### src/rtl/irq_steer_prio.sv
module irq_steer_prio #(
  parameter int NSRC = 4
) (
  input  logic                  clk,
  input  logic                  rst_n,
  input  logic [NSRC-1:0]       irq_i,
  input  logic                  reg_we,
  input  logic [2:0]            reg_addr,
  input  logic [2*NSRC-1:0]     reg_wdata,
  output logic [2*NSRC-1:0]     reg_rdata,
  output logic                  fast_irq,
  output logic                  norm_irq,
  output logic                  fast_vld,
  output logic [(NSRC>1?$clog2(NSRC):1)-1:0] fast_vec,
  output logic                  norm_vld,
  output logic [(NSRC>1?$clog2(NSRC):1)-1:0] norm_vec
);
  localparam int DW = 2 * NSRC;
  localparam int IW = (NSRC > 1) ? $clog2(NSRC) : 1;
  localparam int PADW = DW - NSRC;

  logic [NSRC-1:0] sync1, pend, en_mask, steer;
  logic [DW-1:0]   prio;
  logic            vec_en;
  logic [NSRC-1:0] fsrc, nsrc;

  always_ff @(posedge clk or negedge rst_n) begin
    if (!rst_n) begin
      sync1 <= '0;
      pend  <= '0;
    end else begin
      sync1 <= irq_i;
      pend  <= sync1;
    end
  end

  always_ff @(posedge clk or negedge rst_n) begin
    if (!rst_n) begin
      en_mask <= '0;
      steer   <= '0;
      prio    <= '0;
      vec_en  <= 1'b0;
    end else if (reg_we) begin
      case (reg_addr)
        3'd0: en_mask <= reg_wdata[NSRC-1:0];
        3'd1: steer   <= reg_wdata[NSRC-1:0];
        3'd2: prio    <= reg_wdata;
        3'd3: vec_en  <= reg_wdata[0];
        default: ;
      endcase
    end
  end

  assign fsrc = pend & en_mask & steer;
  assign nsrc = pend & en_mask & ~steer;
  assign fast_irq = |fsrc;
  assign norm_irq = |nsrc;

  function automatic logic [IW:0] pick(input logic [NSRC-1:0] act, input logic [DW-1:0] pr);
    logic [1:0]    best;
    logic          found;
    logic [IW-1:0] idx;
    best = 2'b11;
    found = 1'b0;
    idx = '0;
    for (int i = 0; i < NSRC; i++) begin
      if (act[i] && (!found || pr[2*i +: 2] <= best)) begin
        found = 1'b1;
        best = pr[2*i +: 2];
        idx = IW'(i);
      end
    end
    return {found, idx};
  endfunction

  assign {fast_vld, fast_vec} = vec_en ? pick(fsrc, prio) : '0;
  assign {norm_vld, norm_vec} = vec_en ? pick(nsrc, prio) : '0;

  always_comb begin
    case (reg_addr)
      3'd0:    reg_rdata = {{PADW{1'b0}}, en_mask};
      3'd1:    reg_rdata = {{PADW{1'b0}}, steer};
      3'd2:    reg_rdata = prio;
      3'd3:    reg_rdata = {{(DW-1){1'b0}}, vec_en};
      3'd4:    reg_rdata = {{PADW{1'b0}}, pend};
      3'd5:    reg_rdata = {{PADW{1'b0}}, fsrc};
      3'd6:    reg_rdata = {{PADW{1'b0}}, nsrc};
      default: reg_rdata = '0;
    endcase
  end
endmodule


### config.mk
export PLATFORM = sky130hd
export DESIGN_NAME = irq_steer_prio
export DESIGN_NICKNAME = d
export VERILOG_FILES = /design/src/rtl/irq_steer_prio.sv
export SDC_FILE = /design/constraint.sdc
export NUM_CORES = 1
export LEC_CHECK = 0
export CAP_MARGIN = 40
export CORE_ASPECT_RATIO = 0.75
export CORE_UTILIZATION = 54
export CTS_BUF_LIST = sky130_fd_sc_hd__clkbuf_2
export CTS_CLUSTER_DIAMETER = 80
export CTS_CLUSTER_SIZE = 12
export DETAILED_ROUTE_END_ITERATION = 12
export GPL_ROUTABILITY_DRIVEN = 0
export PLACE_DENSITY = 0.95
export RECOVER_POWER = 50
export SLEW_MARGIN = 20
export SYNTH_ARGS = -nofsm -noshare
export SYNTH_HDL_FRONTEND = slang
export SYNTH_SLANG_ARGS = --single-unit
### constraint.sdc
create_clock -name clk -period 4.5 [get_ports clk]
set_input_delay 0.45 -clock clk [delete_from_list [all_inputs] [get_ports clk]]
set_output_delay 0.45 -clock clk [all_outputs]
set_load 0.005 [all_outputs]
== After elaboration in Yosys (flattened, before gate mapping) ==
Cells that the tools add are included.
Storage, ports and cells
  bits in registers: 25
  input port bits: 18
  word-level logic and storage cells: 70
Cells by class
  $lt $le $gt $ge: 6
  equality and inequality tests: 6
  multiplexer cells: 23
  bitwise logic cells: 4
  reductions and logical operators: 25
Operators with widths (count)
  one-hot mux 8 bit (7 select lines): 1
  two-way mux 2 bit: 10
  AND 4 bit: 3
  less-or-equal comparator 2 bit: 6
  two-way mux 1 bit: 10
  == test 3 bit (second input constant): 3
  AND reduction 2 bit: 4
  OR reduction 4 bit: 2
  == test 3 x 2 -> 1 bit (second input constant): 2
  logical AND 1 bit: 6
  logical NOT 1 bit: 6
  logical OR 1 bit: 6
  two-way mux 3 bit: 2
  inverter 4 bit: 1
  == test 3 x 1 -> 1 bit (second input constant): 1
  logical NOT 3 bit: 1

== Longest topological paths before layout ==
Gate-level depths: netlist of the first run.
  word-level depth: 16
  mapped depth: 17
  gate-level depth less buffers: 17

== Worst setup path after synthesis of the first run ==
No wires, ideal clock.
  path type: reg-to-output
  from: reg steer[0]
  to: out norm_vec[1] in the netlist's numbering
  arrival time: 3.510 ns
  required time: 4.050 ns
  path slack: 0.540 ns
  stages on the path, launching flop included: 18
  path buffers: 0
  path through: dfrtp_1 > and3b_1 > or2b_1 > ha_1 > nand2_1 > o211a_1 > or3_1 > nand2_1 > ha_1 > nor2b_1 > o21ai_0 > o21ai_0 > a31oi_1 > ha_1 > nor2b_1 > o21ai_0 > o21ai_0 > a21boi_0
On the way
  longest elaborated chain between the ends: 16
  elaborated cells on any way between the ends: 23
  classes of those cells: order compare: 3; mux: 9; bitwise: 2; reduce/logical: 9
Ends and longest elaborated chain
  from (decl): line 22  | logic [NSRC-1:0] sync1, pend, en_mask, steer;
  from (signal assigned): line 46  | 3'd1: steer <= reg_wdata[NSRC-1:0];
  inverter 4 bit *: line 55  | assign nsrc = pend & en_mask & ~steer;
  AND 4 bit *: line 55
  two-way mux 2 bit or two-way mux 1 bit (tied branches): line 67  | if (act[i] && (!found || pr[2*i +: 2] <= best)) begin
  less-or-equal comparator 2 bit or logical NOT 1 bit (tied branches): line 67
  logical OR 1 bit: line 67
  logical AND 1 bit: line 67
  two-way mux 2 bit or two-way mux 1 bit (tied branches): line 67
  less-or-equal comparator 2 bit or logical NOT 1 bit (tied branches): line 67
  logical OR 1 bit: line 67
  logical AND 1 bit: line 67
  two-way mux 2 bit or two-way mux 1 bit (tied branches): line 67
  less-or-equal comparator 2 bit or logical NOT 1 bit (tied branches): line 67
  logical OR 1 bit: line 67
  logical AND 1 bit: line 67
  two-way mux 2 bit *: line 67
  two-way mux 3 bit *: line 77  | assign {norm_vld, norm_vec} = vec_en ? pick(nsrc, prio) : '0;
  to (decl): line 16  | output logic [(NSRC>1?$clog2(NSRC):1)-1:0] norm_vec
Every way passes the cells marked *; elsewhere a longest branch is shown, timed or not.

== Worst setup path in the final report of the first run ==
  from: reg steer[0]
  to: out norm_vec[0] in the netlist's numbering
Same word-level chain as after synthesis.

==> impl_metrics.toml, run 1 <==
[status]
outcome = "complete, but fails checks"
violations = "negative setup slack"

[synth]
synth_top_area_share_pct = 35.1
synthTopCellsByArea = "dfrtp_1 (35%), ha_1 (8.4%), mux2_2 (8.2%)"
synth.yosys.seq_area_share_pct = 35.1
yosys.area.top_type = "dfrtp_1"
yosysUniqueCellTypes = 39
syn-mean-instance-area_sq_um = 9.33
ys_warn_count = 0
synth_edf_count = 0
ys.flop_type = "dfrtp_1"
postSynthCellCount = 191
syn_nets = 221
synthArstFlopShare_pct = 100
netlist_area_sq_um = 1780
ys_ff_latch = 25

[clock_tree]
htreeDepth = 1
holdBufCountCts = 0
clkLatencyLatePin_ns = 0.34
cts_root_buf = "clkbuf_2"
clockBufferDepth = 2
cts.clk_slew.worst_paths_ns = 0.22
cts_buffers = 3
cts_num_sinks = 25
cts_tree = "yes"

[hold_path]
hold_start = "sync1[3]$_DFF_PN0_"
hold_class = "reg -> reg"

[sta]
min_period_ns = 4.56
setup_tns_ns = -0.0992
relSlewSlack_pct = 41.6
tightest_slew_ns = 0.876
hold_viol = 0
period_share_pct = 101
fmax_mhz = 219
setup_violations = 2
whs_ns = 0.380
fin_worst_skew_ns = 0.00850
final.setup.worst_slack_ns = -0.0558
rsz0062_at_grt = "yes"
drv_slew = 0

[floorplan]
ioPinCount = 34
die_w_um = 68.3
placementRows = 17
die_h_um = 51.7
core_area_sq_um = 3040
die-area_sq_um = 3540
start_util_pct = 58.6

[place]
dp_hpwl_um = 3580
place_ws_ns = -0.179
io_buffers = 33
dpl.cell_count = 270

[global_route]
grt_antenna_before_repair = 0
grt_pass1_vias = 1746
grt_pass1_wl_um = 8360
grt_usage_pct = 33.2
gr-total-overflow = 0
grt_max_degree = 18

[drt]
routed_wl_um = 6010
drt_pass1_iterations = 5
vias = 1877
post_drt_wl_per_cell_um = 20.8
drc = 0
viasPerCell = 6.49
ant_nets = 0
drt_first_iter_violations = 230

[critical_path]
worstSetupStartpoint = "steer[0]$_DFFE_PN0P_"
cp-start-kind = "flip-flop"
path_class = "reg -> out"
critPathCaptureType = "primary output"
cp_data_arrival_time_ns = 4.11
worstPathMaxFanout = 3
worst_ep_required_time_ns = 4.05
worstReg2RegStart = "steer[0]$_DFFE_PN0P_"

[finish]
stdcell_count = 289
post-route-util_pct = 84.6
syn2layout_area_growth_pct = 44.4
drive_above_1_share_pct = 34.3
insertedDiodeCount = 0
fin_nets = 282

[power]
vdd_drop_max_mv = 0.290
p_leak_nw = 1.14
p_per_area_nw_per_um2 = 347

[job]
maxCapViolCount = 0
synthesized netlist by cell type, types with 2 or more instances:
cell type and count:
a31oi_1 4, dfrtp_1 25, and3b_1 3, nand2_1 20
nor3_1 4, o211a_1 4, and2_1 6, and3_1 2
ha_1 12, nor2_1 12, nand4b_1 2, nand3_1 3
a21oi_1 6, o21a_1 2, a21boi_0 4, o31ai_1 2
or3_1 2, nor2b_1 6, a211o_1 3, clkbuf_1 4
buf_2 2, o21ai_0 21, mux2_2 13, mux2i_1 5
o211ai_1 2, buf_6 2, nand3b_1 3, o22ai_1 2
inv_1 5
area by class of cell:
| type | instances | area (sq um) |
|---|---|---|
| tap | 38 | 47.5 |
| multi-input combinational | 153 | 1300 |
| fill | 163 | 469 |
| sequential | 25 | 627 |
| clock buffer | 4 | 20.0 |
| timing repair buffer | 64 | 562 |
| inverter | 5 | 18.8 |
worst max-delay path, stage by stage (launching register included):
cell	delay [ns]
dfrtp_1	0.46
buf_6	0.13
and3b_1	0.24
or2b_1	0.28
ha_1	0.22
nor2b_1	0.19
o21ai_1	0.13
a211o_1	0.36
nand2_4	0.09
ha_4	0.19
nor2b_4	0.13
o21ai_4	0.14
o21ai_2	0.08
a31oi_1	0.21
ha_1	0.27
nor2b_4	0.13
o21ai_2	0.14
o21ai_2	0.10
a21boi_1	0.15
buf_2	0.13
kinds of logic after synthesis:
group	after synthesis	share of synthesized area, %
compound gates	52	18.6
fa+ha+maj	12	8.43
buf+inv	13	3.72
flops	25	35.1
mux	18	11.0
simple gates	71	23.1
worst paths after layout:
path                                             end  cells past startpoint  slack (ns)
min in group asynchronous       steer[2]$_DFFE_PN0P_                      1        0.44
max in group asynchronous          pend[0]$_DFF_PN0_                      2        2.87
worst min register to register     pend[3]$_DFF_PN0_                      0        0.38
worst max-delay path                     norm_vec[0]                     19       -0.06
worst min-delay path               pend[3]$_DFF_PN0_                      0        0.38
worst max register to register  steer[0]$_DFFE_PN0P_                      3        3.43
state kept, by name, summed over array words and instances, names as in the netlist:
name     flops
prio         8
steer        4
vec_en       1
en_mask      4
sync1        4
pend         4
power by group:
group / internal, mW / switching (mW) / leakage, nW
logic: 0.259 / 0.228 / 0.822
registers: 0.261 / 0.0594 / 0.297
clock network: 0.0235 / 0.0628 / 0.0166
layout by cell type (no fill, tap or decap), types with 2 or more instances in the layout:
cell type        count
a31oi_1              3
nand2_1             15
inv_1                5
or3_4                2
nor3_4               2
ha_1                 9
nor2b_4              4
nand2_4              2
mux2_2              13
a21boi_1             3
o22ai_1              2
dlygate4sd3_1        5
buf_6                6
o21ai_4              2
and3b_1              3
mux2i_1              5
o211ai_1             2
clkdlybuf4s50_1     24
o211a_1              4
a211o_1              3
dfrtp_1             24
nand3b_1             3
nor3_1               2
nor2_1              11
and3_1               2
ha_4                 3
buf_4               24
o21ai_2              4
and2_1               6
buf_2                4
o21ai_0             12
clkbuf_2             4
o21a_1               2
a21oi_1              6
nand2_2              3
nand3_1              2
nor2b_1              2
o21ai_1              3
nand4b_1             2
o31ai_2              2
per-layer routing:
metal  vias to the layer above  track usage (%)  part of all wire, %  routed length (um)
li1                        816                -                    -                   -
met1                       919             41.8                   39                2350
met2                       108             57.7                   49                2960
met3                        34             3.73                  7.4                 445
met4                         0             13.2                  4.2                 253
met5                         -                0                    0                   0
per-stage QoR:
step | area (sq um) | power [mW]
after floorplan | 1780 | 0.486
after global placement | 2220 | 0.621
after detailed placement | 2240 | 0.645
after CTS | 2380 | 0.769
after global routing | 2570 | 0.941
final | 2570 | 0.893
what timing repair did:
| item | in CTS | in global routing |
|---|---|---|
| buffers inserted | 13 | 2 |
| gates resized for setup | 34 | 43 |
| endpoints found under the setup margin | 4 | 4 |
| pin swaps | 19 | 30 |
| hold endpoints to repair | 0 | 0 |
Note: power is estimated with default switching activity, not from simulation.
==> run 2: changes to the inputs <==
--- a/config.mk
+++ b/config.mk
@@ -15,6 +15,7 @@
 export GPL_ROUTABILITY_DRIVEN = 0
 export PLACE_DENSITY = 0.95
 export RECOVER_POWER = 50
+export SKIP_LAST_GASP = 1
 export SLEW_MARGIN = 20
 export SYNTH_ARGS = -nofsm -noshare
 export SYNTH_HDL_FRONTEND = slang
==> run 2 against run 1 <==
Compared with the run above: the flow still finishes with violations (negative setup slack); non-clock buffer count unchanged; flip-flop and latch count stayed put; die area unchanged; critical path depth up 2; final cell count is the same; core utilization is 2.5 points lower; critical path type unchanged; critical endpoint unchanged; largest cell class unchanged; largest power group unchanged.
==> impl_metrics.toml, run 2 (synthesis gave the netlist of run 1 again) <==
[status]
outcome = "complete, but fails checks"
violations = "negative setup slack"

[clock_tree]
clockBufferDepth = 2
clkLatencyLatePin_ns = 0.34
cts_tree = "yes"
cts_root_buf = "clkbuf_2"
htreeDepth = 1
cts.clk_slew.worst_paths_ns = 0.21
cts_buffers = 3
cts_num_sinks = 25

[sta]
hold_viol = 0
rsz0062_at_grt = "yes"
final.setup.worst_slack_ns = -0.115
fin_worst_skew_ns = 0.00942
period_share_pct = 103
min_period_ns = 4.61
tightest_slew_ns = 0.914
whs_ns = 0.383
drv_slew = 0
setup_violations = 2
relSlewSlack_pct = 39.0
fmax_mhz = 217

[critical_path]
worst_ep_required_time_ns = 4.05
critPathCaptureType = "primary output"
cp_common_cell = "ha_1"
worstPathMaxFanout = 4
cp-start-kind = "flip-flop"
cp_slowest_stage_delay_ns = 0.50
cp_data_arrival_time_ns = 4.16
crit_chain = "buf_4 > and3b_1 > or2b_1 > ha_1 > nand2_1 > o211a_1 > buf_6 > nor3_4 > nor2_1 > ha_1 > nand2_2 > o21ai_4 > buf_4 > o21a_1 > o31ai_2 > ha_1 > nand2_1 > o21ai_2 > o21ai_2 > a21boi_1 > buf_2"
slowest_stage = "dfrtp_1"
path_class = "reg -> out"

[floorplan]
start_util_pct = 58.6
placementRows = 17
die_h_um = 51.7
core_area_sq_um = 3040
ioPinCount = 34
die_w_um = 68.3
die-area_sq_um = 3540

[power]
design_power_total_uw = 851
p_per_area_nw_per_um2 = 341
vdd_drop_max_mv = 0.312
p_leak_nw = 1.12

[finish]
largest_register_ffs = 8
fin_nets = 282
final_common_cell = "buf_4"
stdcell_count = 289
drive_above_1_share_pct = 32.7
top_register = "prio"
post-route-util_pct = 82.1
syn2layout_area_growth_pct = 40.2
seqCellArea_sq_um = 626
fillCellCount = 190
insertedDiodeCount = 0
mostFrequentLayoutCells = "buf_4 (27), dfrtp_1 (25), clkdlybuf4s50_1 (24)"
multiInputGateArea_sq_um = 1230

[global_route]
grt_pass1_wl_um = 7960
grt_antenna_before_repair = 0
grt_pass1_vias = 1757
gr-total-overflow = 0
grt_max_degree = 18
grt_usage_pct = 31.5

[drt]
routed_wl_um = 5400
ant_nets = 0
drc = 0
viasPerCell = 6.30
vias = 1821
drt_first_iter_violations = 137
post_drt_wl_per_cell_um = 18.7
drt_pass1_iterations = 4

[place]
io_buffers = 33
dp_hpwl_um = 3580
dpl.cell_count = 270

[hold_path]
hold_class = "reg -> reg"

[job]
maxCapViolCount = 0
==> run 2: changes by cell type in the layout (fill, tap and decap cells not counted), moves of 2 or more <==
cell / before / now
buf_4: 24 / 27
nor2b_2: 0 / 2
nor2b_4: 4 / 2
buf_6: 6 / 3
ha_4: 3 / 1
ha_1: 9 / 11
==> run 2: final cells by class <==
type | count | share of cell area (%)
Multi-Input combinational cell | 153 | 49.4
Sequential cell | 25 | 25.1
Timing Repair Buffer | 64 | 22.0
Tap cell | 38 | 1.90
Clock buffer | 4 | 0.802
Inverter | 5 | 0.752
==> run 2: metal layers <==
metal | global-route usage, % | part of all wire, % | wire length (um) | up-vias
li1 | - | - | - | 815
met1 | 38.0 | 40 | 2180 | 886
met2 | 55.1 | 50 | 2700 | 98
met3 | 3.95 | 7.0 | 380 | 22
met4 | 15.3 | 2.6 | 138 | 0
met5 | 0 | 0 | 0 | -
==> run 2: timing repair <==
item	in CTS	in global routing
setup endpoints to repair	4	4
pin swaps	19	27
hold buffers	0	0
buffers inserted	13	2
gates resized for setup	33	31
==> run 2: final timing paths <==
kind                                               end  slack, ns              startpoint  cells after the start
worst max register to register  en_mask[0]$_DFFE_PN0P_       3.30  en_mask[0]$_DFFE_PN0P_                      5
min in group asynchronous         steer[2]$_DFFE_PN0P_       0.45                   rst_n                      1
worst min register to register       pend[3]$_DFF_PN0_       0.38      sync1[3]$_DFF_PN0_                      0
worst min-delay path                 pend[3]$_DFF_PN0_       0.38      sync1[3]$_DFF_PN0_                      0
max in group asynchronous          prio[6]$_DFFE_PN0P_       2.88                   rst_n                      2
worst max-delay path                       norm_vec[0]      -0.11       pend[0]$_DFF_PN0_                     21
==> run 2: power breakdown <==
group | switching (mW) | total, mW | internal [mW] | leakage (nW)
clock network | 0.0623 | 0.0858 | 0.0235 | 0.0166
logic | 0.209 | 0.450 | 0.242 | 0.804
registers | 0.0538 | 0.315 | 0.261 | 0.298
total | 0.325 | 0.851 | 0.526 | 1.12
==> run 2: worst max-delay path, delay by kind of cell, from the launching register on <==
family | cells | cell delay, ns
flops | 1 | 0.50
buf+inv | 4 | 0.57
fa+ha+maj | 3 | 0.85
simple gates | 7 | 0.96
compound gates | 7 | 0.93
==> run 2: through the flow <==
step	setup TNS [ns]	worst slack, ns	area [sq um]
3_3_place_gp	-0.213	-0.129	2220
5_1_grt	-0.999	-0.341	2500
6_report	-0.222	-0.115	2500
2_1_floorplan	0	0.540	1780
3_5_place_dp	-0.499	-0.179	2240
4_1_cts	-0.0895	-0.0473	2370
